--- src/rtl/txdma_pkg.sv ---
`timescale 1ns/1ps
package txdma_pkg;

    typedef enum logic [2:0] {
        ST_IDLE,
        ST_CHECK,
        ST_WAIT,
        ST_MOVE,
        ST_DRAIN
    } tx_state_e;

    localparam int CTL_W      = 32;
    localparam int NBD_LSB    = 0;
    localparam int NBD_W      = 4;
    localparam int LVL_LSB    = 4;
    localparam int LVL_CODE_W = 3;
    localparam int SPARE_BIT  = 9;
    localparam int EN_BIT     = 10;
    localparam int RST_BIT    = 11;
    localparam int RING_LOG_MAX = 12;
    localparam int LVL_CAP      = 4;

    function automatic int start_eighths(input logic [LVL_CODE_W-1:0] code);
        return (int'(code) > LVL_CAP) ? LVL_CAP : int'(code);
    endfunction

    function automatic int ring_log(input logic [NBD_W-1:0] code);
        return (int'(code) > RING_LOG_MAX) ? RING_LOG_MAX : int'(code);
    endfunction

endpackage

--- src/rtl/txdma_ctrl_reg.sv ---
`timescale 1ns/1ps
module txdma_ctrl_reg
    import txdma_pkg::*;
(
    input  logic                  clk,
    input  logic                  rst_n,
    input  logic                  wr_en,
    input  logic [CTL_W-1:0]      wr_data,
    input  logic                  hw_clr_en,
    output logic [CTL_W-1:0]      ctl_word,
    output logic                  soft_rst,
    output logic                  en,
    output logic [NBD_W-1:0]      nbd,
    output logic [LVL_CODE_W-1:0] lvl_code
);

    logic [NBD_W-1:0]      nbd_q;
    logic [LVL_CODE_W-1:0] lvl_q;
    logic                  spare_q;
    logic                  en_q;
    logic                  rst_q;

    logic unused_rsvd;
    assign unused_rsvd = ^{wr_data[CTL_W-1:RST_BIT+1], wr_data[SPARE_BIT-1:LVL_LSB+LVL_CODE_W]};

    always_ff @(posedge clk or negedge rst_n) begin
        if (!rst_n) begin
            nbd_q   <= '0;
            lvl_q   <= '0;
            spare_q <= 1'b0;
            en_q    <= 1'b0;
            rst_q   <= 1'b0;
        end else begin
            rst_q <= 1'b0;
            if (wr_en) begin
                nbd_q   <= wr_data[NBD_LSB +: NBD_W];
                lvl_q   <= wr_data[LVL_LSB +: LVL_CODE_W];
                spare_q <= wr_data[SPARE_BIT];
                en_q    <= wr_data[EN_BIT] & ~wr_data[RST_BIT];
                rst_q   <= wr_data[RST_BIT];
            end
            if (hw_clr_en) begin
                en_q <= 1'b0;
            end
        end
    end

    always_comb begin
        ctl_word = '0;
        ctl_word[NBD_LSB +: NBD_W]      = nbd_q;
        ctl_word[LVL_LSB +: LVL_CODE_W] = lvl_q;
        ctl_word[SPARE_BIT]             = spare_q;
        ctl_word[EN_BIT]                = en_q;
        ctl_word[RST_BIT]               = rst_q;
    end

    assign soft_rst = rst_q;
    assign en       = en_q;
    assign nbd      = nbd_q;
    assign lvl_code = lvl_q;

endmodule

--- src/rtl/txdma_ring_idx.sv ---
`timescale 1ns/1ps
module txdma_ring_idx
    import txdma_pkg::*;
#(
    parameter int IDX_W = RING_LOG_MAX
) (
    input  logic             clk,
    input  logic             rst_n,
    input  logic             clr,
    input  logic             adv,
    input  logic [NBD_W-1:0] size_code,
    output logic [IDX_W-1:0] idx
);

    logic [IDX_W:0]   span;
    logic [IDX_W-1:0] wrap_mask;
    logic [IDX_W-1:0] idx_q;
    int               lg;

    always_comb begin
        lg = ring_log(size_code);
        if (lg > IDX_W) begin
            lg = IDX_W;
        end
        span      = (IDX_W+1)'(1) << lg;
        wrap_mask = span[IDX_W-1:0] - IDX_W'(1);
    end

    always_ff @(posedge clk or negedge rst_n) begin
        if (!rst_n) begin
            idx_q <= '0;
        end else if (clr) begin
            idx_q <= '0;
        end else if (adv) begin
            idx_q <= (idx_q + IDX_W'(1)) & wrap_mask;
        end
    end

    assign idx = idx_q;

endmodule

--- src/rtl/txdma_start_fsm.sv ---
`timescale 1ns/1ps
module txdma_start_fsm
    import txdma_pkg::*;
#(
    parameter int BUF_DEPTH = 64,
    parameter int LVL_W     = $clog2(BUF_DEPTH) + 1
) (
    input  logic                  clk,
    input  logic                  rst_n,
    input  logic                  soft_rst,
    input  logic                  en,
    input  logic [LVL_CODE_W-1:0] lvl_code,
    input  logic [LVL_W-1:0]      buf_level,
    input  logic                  buf_eof_present,
    input  logic                  buf_head_eof,
    input  logic                  buf_empty,
    input  logic                  desc_owned,
    output logic                  move_start,
    output logic                  move_en,
    output logic                  ring_adv,
    output logic                  hw_clr_en
);

    tx_state_e        st_q;
    tx_state_e        st_d;
    logic [LVL_W-1:0] thr;
    logic             go;
    logic             last_out;

    always_comb begin
        thr = LVL_W'((BUF_DEPTH * start_eighths(lvl_code)) / 8);
    end

    assign go       = !buf_empty && (buf_eof_present || (buf_level >= thr));
    assign last_out = !buf_empty && buf_head_eof;

    always_ff @(posedge clk or negedge rst_n) begin
        if (!rst_n) begin
            st_q <= ST_IDLE;
        end else begin
            st_q <= st_d;
        end
    end

    always_comb begin
        st_d = st_q;
        unique case (st_q)
            ST_IDLE: begin
                if (en) begin
                    st_d = ST_CHECK;
                end
            end
            ST_CHECK: begin
                if (!en || !desc_owned) begin
                    st_d = buf_empty ? ST_IDLE : ST_DRAIN;
                end else begin
                    st_d = ST_WAIT;
                end
            end
            ST_WAIT: begin
                if (!en) begin
                    st_d = buf_empty ? ST_IDLE : ST_DRAIN;
                end else if (go) begin
                    st_d = ST_MOVE;
                end
            end
            ST_MOVE: begin
                if (last_out) begin
                    st_d = en ? ST_CHECK : ST_DRAIN;
                end
            end
            ST_DRAIN: begin
                if (buf_empty) begin
                    st_d = ST_IDLE;
                end
            end
            default: st_d = ST_IDLE;
        endcase
        if (soft_rst) begin
            st_d = ST_IDLE;
        end
    end

    always_comb begin
        move_start = 1'b0;
        move_en    = 1'b0;
        ring_adv   = 1'b0;
        hw_clr_en  = 1'b0;
        if (!soft_rst) begin
            unique case (st_q)
                ST_IDLE:  ;
                ST_CHECK: hw_clr_en = en && !desc_owned;
                ST_WAIT:  move_start = en && go;
                ST_MOVE: begin
                    move_en  = !buf_empty;
                    ring_adv = last_out;
                end
                ST_DRAIN: move_en = !buf_empty;
                default:  ;
            endcase
        end
    end

endmodule

--- src/rtl/txdma_start_ctrl.sv ---
`timescale 1ns/1ps
module txdma_start_ctrl
    import txdma_pkg::*;
#(
    parameter int BUF_DEPTH = 64,
    parameter int IDX_W     = RING_LOG_MAX,
    parameter int LVL_W     = $clog2(BUF_DEPTH) + 1
) (
    input  logic             clk,
    input  logic             rst_n,
    input  logic             reg_wr_en,
    input  logic [31:0]      reg_wr_data,
    input  logic [LVL_W-1:0] buf_level,
    input  logic             buf_eof_present,
    input  logic             buf_head_eof,
    input  logic             buf_empty,
    input  logic             desc_owned,
    output logic [31:0]      reg_rdata,
    output logic [IDX_W-1:0] ring_idx,
    output logic             move_start,
    output logic             move_en
);

    logic                  soft_rst;
    logic                  en;
    logic [NBD_W-1:0]      nbd;
    logic [LVL_CODE_W-1:0] lvl_code;
    logic                  hw_clr_en;
    logic                  ring_adv;

    txdma_ctrl_reg u_reg (
        .clk       (clk),
        .rst_n     (rst_n),
        .wr_en     (reg_wr_en),
        .wr_data   (reg_wr_data),
        .hw_clr_en (hw_clr_en),
        .ctl_word  (reg_rdata),
        .soft_rst  (soft_rst),
        .en        (en),
        .nbd       (nbd),
        .lvl_code  (lvl_code)
    );

    txdma_start_fsm #(
        .BUF_DEPTH (BUF_DEPTH),
        .LVL_W     (LVL_W)
    ) u_fsm (
        .clk             (clk),
        .rst_n           (rst_n),
        .soft_rst        (soft_rst),
        .en              (en),
        .lvl_code        (lvl_code),
        .buf_level       (buf_level),
        .buf_eof_present (buf_eof_present),
        .buf_head_eof    (buf_head_eof),
        .buf_empty       (buf_empty),
        .desc_owned      (desc_owned),
        .move_start      (move_start),
        .move_en         (move_en),
        .ring_adv        (ring_adv),
        .hw_clr_en       (hw_clr_en)
    );

    txdma_ring_idx #(
        .IDX_W (IDX_W)
    ) u_ring (
        .clk       (clk),
        .rst_n     (rst_n),
        .clr       (soft_rst),
        .adv       (ring_adv),
        .size_code (nbd),
        .idx       (ring_idx)
    );

endmodule

--- config.mk ---
export PLATFORM = sky130hd
export DESIGN_NAME = txdma_start_ctrl
export DESIGN_NICKNAME = d
export VERILOG_FILES = /design/src/rtl/txdma_pkg.sv /design/src/rtl/txdma_ctrl_reg.sv /design/src/rtl/txdma_ring_idx.sv /design/src/rtl/txdma_start_fsm.sv /design/src/rtl/txdma_start_ctrl.sv
export SDC_FILE = /design/constraint.sdc
export NUM_CORES = 1
export LEC_CHECK = 0
export ABC_AREA = 1
export CORE_MARGIN = 4
export CORE_UTILIZATION = 41
export DETAILED_ROUTE_END_ITERATION = 6
export PLACE_DENSITY = 0.91
export SYNTH_ARGS = -nofsm -noshare
export SYNTH_HDL_FRONTEND = slang
export SYNTH_SLANG_ARGS = --single-unit
--- constraint.sdc ---
create_clock -name clk -period 1.8 [get_ports clk]
set_input_delay 0.18 -clock clk [delete_from_list [all_inputs] [get_ports clk]]
set_output_delay 0.18 -clock clk [all_outputs]
set_load 0.05 [all_outputs]
**Word level (Yosys, flattened, before mapping)**

Cells that the tools add are included.

- Output and inout port bits: 46
- Bits of input ports: 46
- Word-level logic and storage cells: 65
- Register bits after elaboration: 25

- Order comparisons: 4
- Shift-type cells: 1
- Bitwise logic cells: 3
- Reduce and logical (&&, ||, !) cells: 14
- Equality and inequality tests: 8
- Add/sub/neg operators: 2
- Multiplexer cells: 26

Operators with widths:

| kind | number |
|---|---|
| $gt A32 B5 Y1 const B | 1 |
| $mux W32 | 1 |
| $shl A1 B32 Y12 const A | 1 |
| $mux W3 | 10 |
| $mux W12 | 2 |
| $pmux W3 S5 | 1 |
| $add A12 B1 Y12 const B | 1 |
| $and A12 B12 Y12 | 1 |
| $sub A12 B1 Y12 const B | 1 |
| $mux W1 | 11 |
| $ge A7 B7 Y1 | 1 |
| $eq A3 B2 Y1 const B | 2 |
| $ne A3 B3 Y1 const B | 2 |
| $gt A4 B4 Y1 const B | 1 |
| $logic_and A1 B1 Y1 | 4 |
| $mux W4 | 1 |
| $ne A4 B3 Y1 const B | 1 |
| $reduce_and A4 Y1 | 1 |
| $reduce_bool A2 Y1 | 2 |
| $eq A3 B1 Y1 const B | 1 |
| $eq A3 B3 Y1 const B | 1 |
| $gt A3 B3 Y1 const B | 1 |
| $logic_not A1 Y1 | 3 |
| $logic_not A3 Y1 | 1 |
| 5 further kinds | 6 |

**Logic depth before layout (Yosys ltp)**

- Depth after elaboration: 9
- Gate-level depth with buffers: 14
- Depth with buffers taken out: 14

**By module**

From an unflattened synthesis, not the netlist that was laid out.

- Cells, all modules: 276
- Area, all modules: 1916.8 um2

Modules (own cells, without submodules):

| module | instances | area an instance (um2) | seq. area each (um2) | cells an instance |
|---|---|---|---|---|
| txdma_ring_idx | 1 | 888.4 | 300.3 | 131 |
| txdma_ctrl_reg | 1 | 623.1 | 250.2 | 75 |
| txdma_start_fsm | 1 | 405.4 | 75.1 | 70 |

**Worst setup path after synthesis**

No wires, ideal clock.

- Path type: flip-flop to output port
- Start point: register u_reg.lvl_q[2] (netlist: u_reg.lvl_code[2])
- End point: output move_start
- Arrival time: 1.698 ns
- Slack: -0.078 ns
- Cell stages (with the launch flop): 10
- Cell sequence: dfrtp_1 > inv_1 > nand2_1 > ha_1 > nand2_1 > nor2_1 > nand3_1 > nand4_1 > nand3_1 > inv_1

- Longest elaborated chain between the ends: 8

Ends and longest elaborated chain:

| element | line | source |
|---|---|---|
| from (decl) | txdma_ctrl_reg.sv:18 | `logic [LVL_CODE_W-1:0] lvl_q;` |
| from (signal assigned) | txdma_ctrl_reg.sv:37 | `lvl_q <= wr_data[LVL_LSB +: LVL_CODE_W];` |
| $gt A3 B3 Y1 | txdma_pkg.sv:24 | `return (int'(code) > LVL_CAP) ? LVL_CAP : int'(code);` |
| $mux W3 * | txdma_pkg.sv:24 |  |
| $ge A7 B7 Y1 * | txdma_start_fsm.sv:34 | `assign go = !buf_empty && (buf_eof_present \|\| (buf_level >= thr));` |
| $logic_or A1 B1 Y1 * | txdma_start_fsm.sv:34 |  |
| $logic_and A1 B1 Y1 * | txdma_start_fsm.sv:34 |  |
| $logic_and A1 B1 Y1 * | txdma_start_fsm.sv:93 | `ST_WAIT: move_start = en && go;` |
| $mux W1 * | txdma_start_fsm.sv:90 | `unique case (st_q)` |
| $mux W1 * | txdma_start_fsm.sv:89 | `if (!soft_rst) begin` |
| to (decl) | txdma_start_ctrl.sv:20 | `output logic move_start,` |

Mark *: on every way between the ends. The rest lies on a longest branch, timed or not.

**Final worst setup path**

Same ends and word-level chain as after synthesis.

==> impl_metrics.json <==
{
  "worst_pin_slew_ps": 517,
  "regToRegStartpoint": "u_reg.nbd[2]",
  "fin_crit_sh_pct": 105,
  "first_global_vias": 1727,
  "hold_viol": 0,
  "violations": "setup timing",
  "num_antenna_cells": 0,
  "nets": 359,
  "htree_num_levels": 1,
  "reg2reg_to": "u_ring.idx[6]",
  "grt_pass1_wl_mm": 7.21,
  "first_pass_iters": 4,
  "grt.overflow.total": 0,
  "ff2ff_setup_slack_ps": 130,
  "synth_cell_types": 34,
  "period_minus_slack_ps": 1900,
  "crit_path_cell_trace": "inv_2 > nand2_2 > ha_4 > nand2_2 > nor2_1 > nand3_1 > nand4_1 > nand3_2 > clkinvlp_4 > buf_12",
  "core_sq_mm": 0.00441,
  "worst_slack_ps": -97.3,
  "die_x_microns": 76.1,
  "hp-class": "in -> async",
  "clk_pin_slew_ps": 90,
  "critPathMaxFanout": 3,
  "initialDrtViolationCount": 77,
  "p_per_area_mw_per_mm2": 674,
  "antenna_found_initial": 0,
  "synth_commonest_cells": "50 x nand2_1, 35 x inv_1, 27 x nor2_1",
  "area_delta_synth_final_pct": 28.5,
  "holdWs_ps": 264,
  "slew_headroom_pct": 65.4,
  "cts_root_buffer": "clkbuf_8",
  "cap_viol_max_count": 0,
  "hpwlAfterDp_mm": 3.33,
  "grt_max_degree": 26,
  "wl_per_cell_microns": 11.6,
  "p_leak_nw": 1.19,
  "crit_path_start_kind": "register",
  "die_h_microns": 76.1,
  "ys_ff_latch": 25,
  "status": "finished, violations left",
  "fmax_mhz": 527,
  "synth_area_leaders": "dfrtp_1 33%, buf_4 9.9%, nand2_1 9.9%",
  "portBuffers": 47,
  "vias": 1744,
  "r2r_cells": 12,
  "power_mw": 1.64,
  "synth_area_sq_mm": 0.00190,
  "post-place-ws_ps": -13.0,
  "crit_top_cell": "nand2_2",
  "start_util_pct": 43.0,
  "track_usage_pct": 14.4,
  "drc": 0,
  "synth_top_area_share_pct": 32.9,
  "row_count": 24,
  "numCtsBuffers": 3,
  "synth_edf_count": 0,
  "wl_mm": 4.17,
  "synth-async-reset-ratio_pct": 100,
  "vdd_drop_max_mv": 0.363,
  "clock_latency_ps": 270,
  "synth_area_leader_cell": "dfrtp_1",
  "crit_type": "reg -> out",
  "fin_worst_skew_ps": 2.02,
  "drive_gt1_share_pct": 19.9,
  "cts_tree": "done",
  "fillers": 404,
  "final_area_sq_mm": 0.00244,
  "via_per_inst": 4.86,
  "finalSetupViolations": 1,
  "cpPeakStageDelay_ps": 430,
  "postPlaceCellArea_sq_mm": 0.00234,
  "avgSynthCellArea_sq_um": 7.39,
  "synthCells": 257,
  "synth_seq_area_share_pct": 32.9,
  "ys_warn_count": 0,
  "crit_arrival_ps": 1720,
  "die_area_sq_mm": 0.00579,
  "crit_slowest_cell": "dfrtp_2",
  "rsz0062_at_grt": "true",
  "ant_nets": 0,
  "yosysMostFrequentCell": "nand2_1",
  "clkSinkCount": 25,
  "drv_slew": 0,
  "clk_path_buf_depth": 2,
  "crit_required_ps": 1620,
  "end_kind": "primary output",
  "gp_congestion": 0.818,
  "synth-main-ff-cell": "dfrtp_1",
  "ios": 92
}
-- cell families after synthesis --
group / after synthesis / share of synthesized area, %
AND/OR/NAND/NOR: 116 / 31.8
buffers and inverters: 71 / 19.0
AO/OA/AOI/OAI: 34 / 10.1
flip-flops: 25 / 32.9
adder cells (fa/ha/maj): 5 / 3.29
multiplexers: 3 / 1.78
XOR/XNOR: 2 / 0.922
other: 1 / 0.197
-- critical path, delay by kind of cell (launching register included) --
kind	cells	cell delay (ps)
flip-flops	1	430
adder cells (fa/ha/maj)	1	270
AND/OR/NAND/NOR	6	430
buffers and inverters	3	310
-- cells in the final DEF (no fill, tap or decap), types with 5 or more instances in the layout --
cell type	count
nand2_1	48
clkdlybuf4s50_1	37
inv_1	33
nor2_1	26
conb_1	22
dfrtp_1	22
o21ai_0	17
buf_4	13
nand3_1	11
inv_2	10
nand2_2	6
nor2_4	5
-- report_power, final --
group | internal, mW | leakage (nW) | switching (mW)
Sequential | 0.605 | 0.325 | 0.0511
Combinational | 0.210 | 0.843 | 0.439
Clock | 0.155 | 0.0255 | 0.184
-- timing repair --
| item | CTS | global route |
|---|---|---|
| resized for setup | 5 | 2 |
| setup endpoints to repair | 1 | 4 |
| setup buffers | 0 | 3 |
| pin swaps | 2 | 2 |
| hold buffers | 0 | 0 |
-- layout make-up --
cell class	instances	area [sq um]	area share (%)
clock buffers	3	41.3	1.69
well taps	52	65.1	2.67
inverters	44	169	6.92
flip-flops and latches	25	629	25.8
multi-input cells	182	1020	41.9
repair buffers	52	508	20.8
clock inverters	1	5.00	0.205
-- through the flow --
stage / cells / setup TNS [ps] / util (%)
after global routing: 359 / -274 / 55.3
after global placement: 352 / 0 / 53.0
final: 359 / -97.3 / 55.3
after detailed placement: 352 / -13.0 / 53.0
after floorplan: 278 / -9.28 / -
after CTS: 356 / -142 / 54.6
-- state kept, by name, summed over array words and instances (netlist names) --
name / flops
u_reg.soft_rst: 1
u_ring.idx: 12
u_reg.spare_q: 1
u_reg.nbd: 4
u_reg.lvl_code: 3
u_fsm.st_q: 3
u_reg.en: 1
-- per-layer routing --
layer | wire length, microns | track usage (%)
met5 | 0 | 0
met4 | 47 | 3.85
met3 | 387 | 4.26
met2 | 2090 | 26.1
met1 | 1650 | 16.2
-- how the worst max path moves through the flow --
stage                           start  cells past startpoint          to
floorplan           u_reg.lvl_code[1]                      8  move_start
global placement         buf_level[3]                     10  move_start
detailed placement       buf_level[3]                     10  move_start
CTS                 u_reg.lvl_code[2]                     10  move_start
global route        u_reg.lvl_code[2]                     10  move_start
finish              u_reg.lvl_code[2]                     10  move_start
No activity file was read; power rests on OpenSTA's default activity.
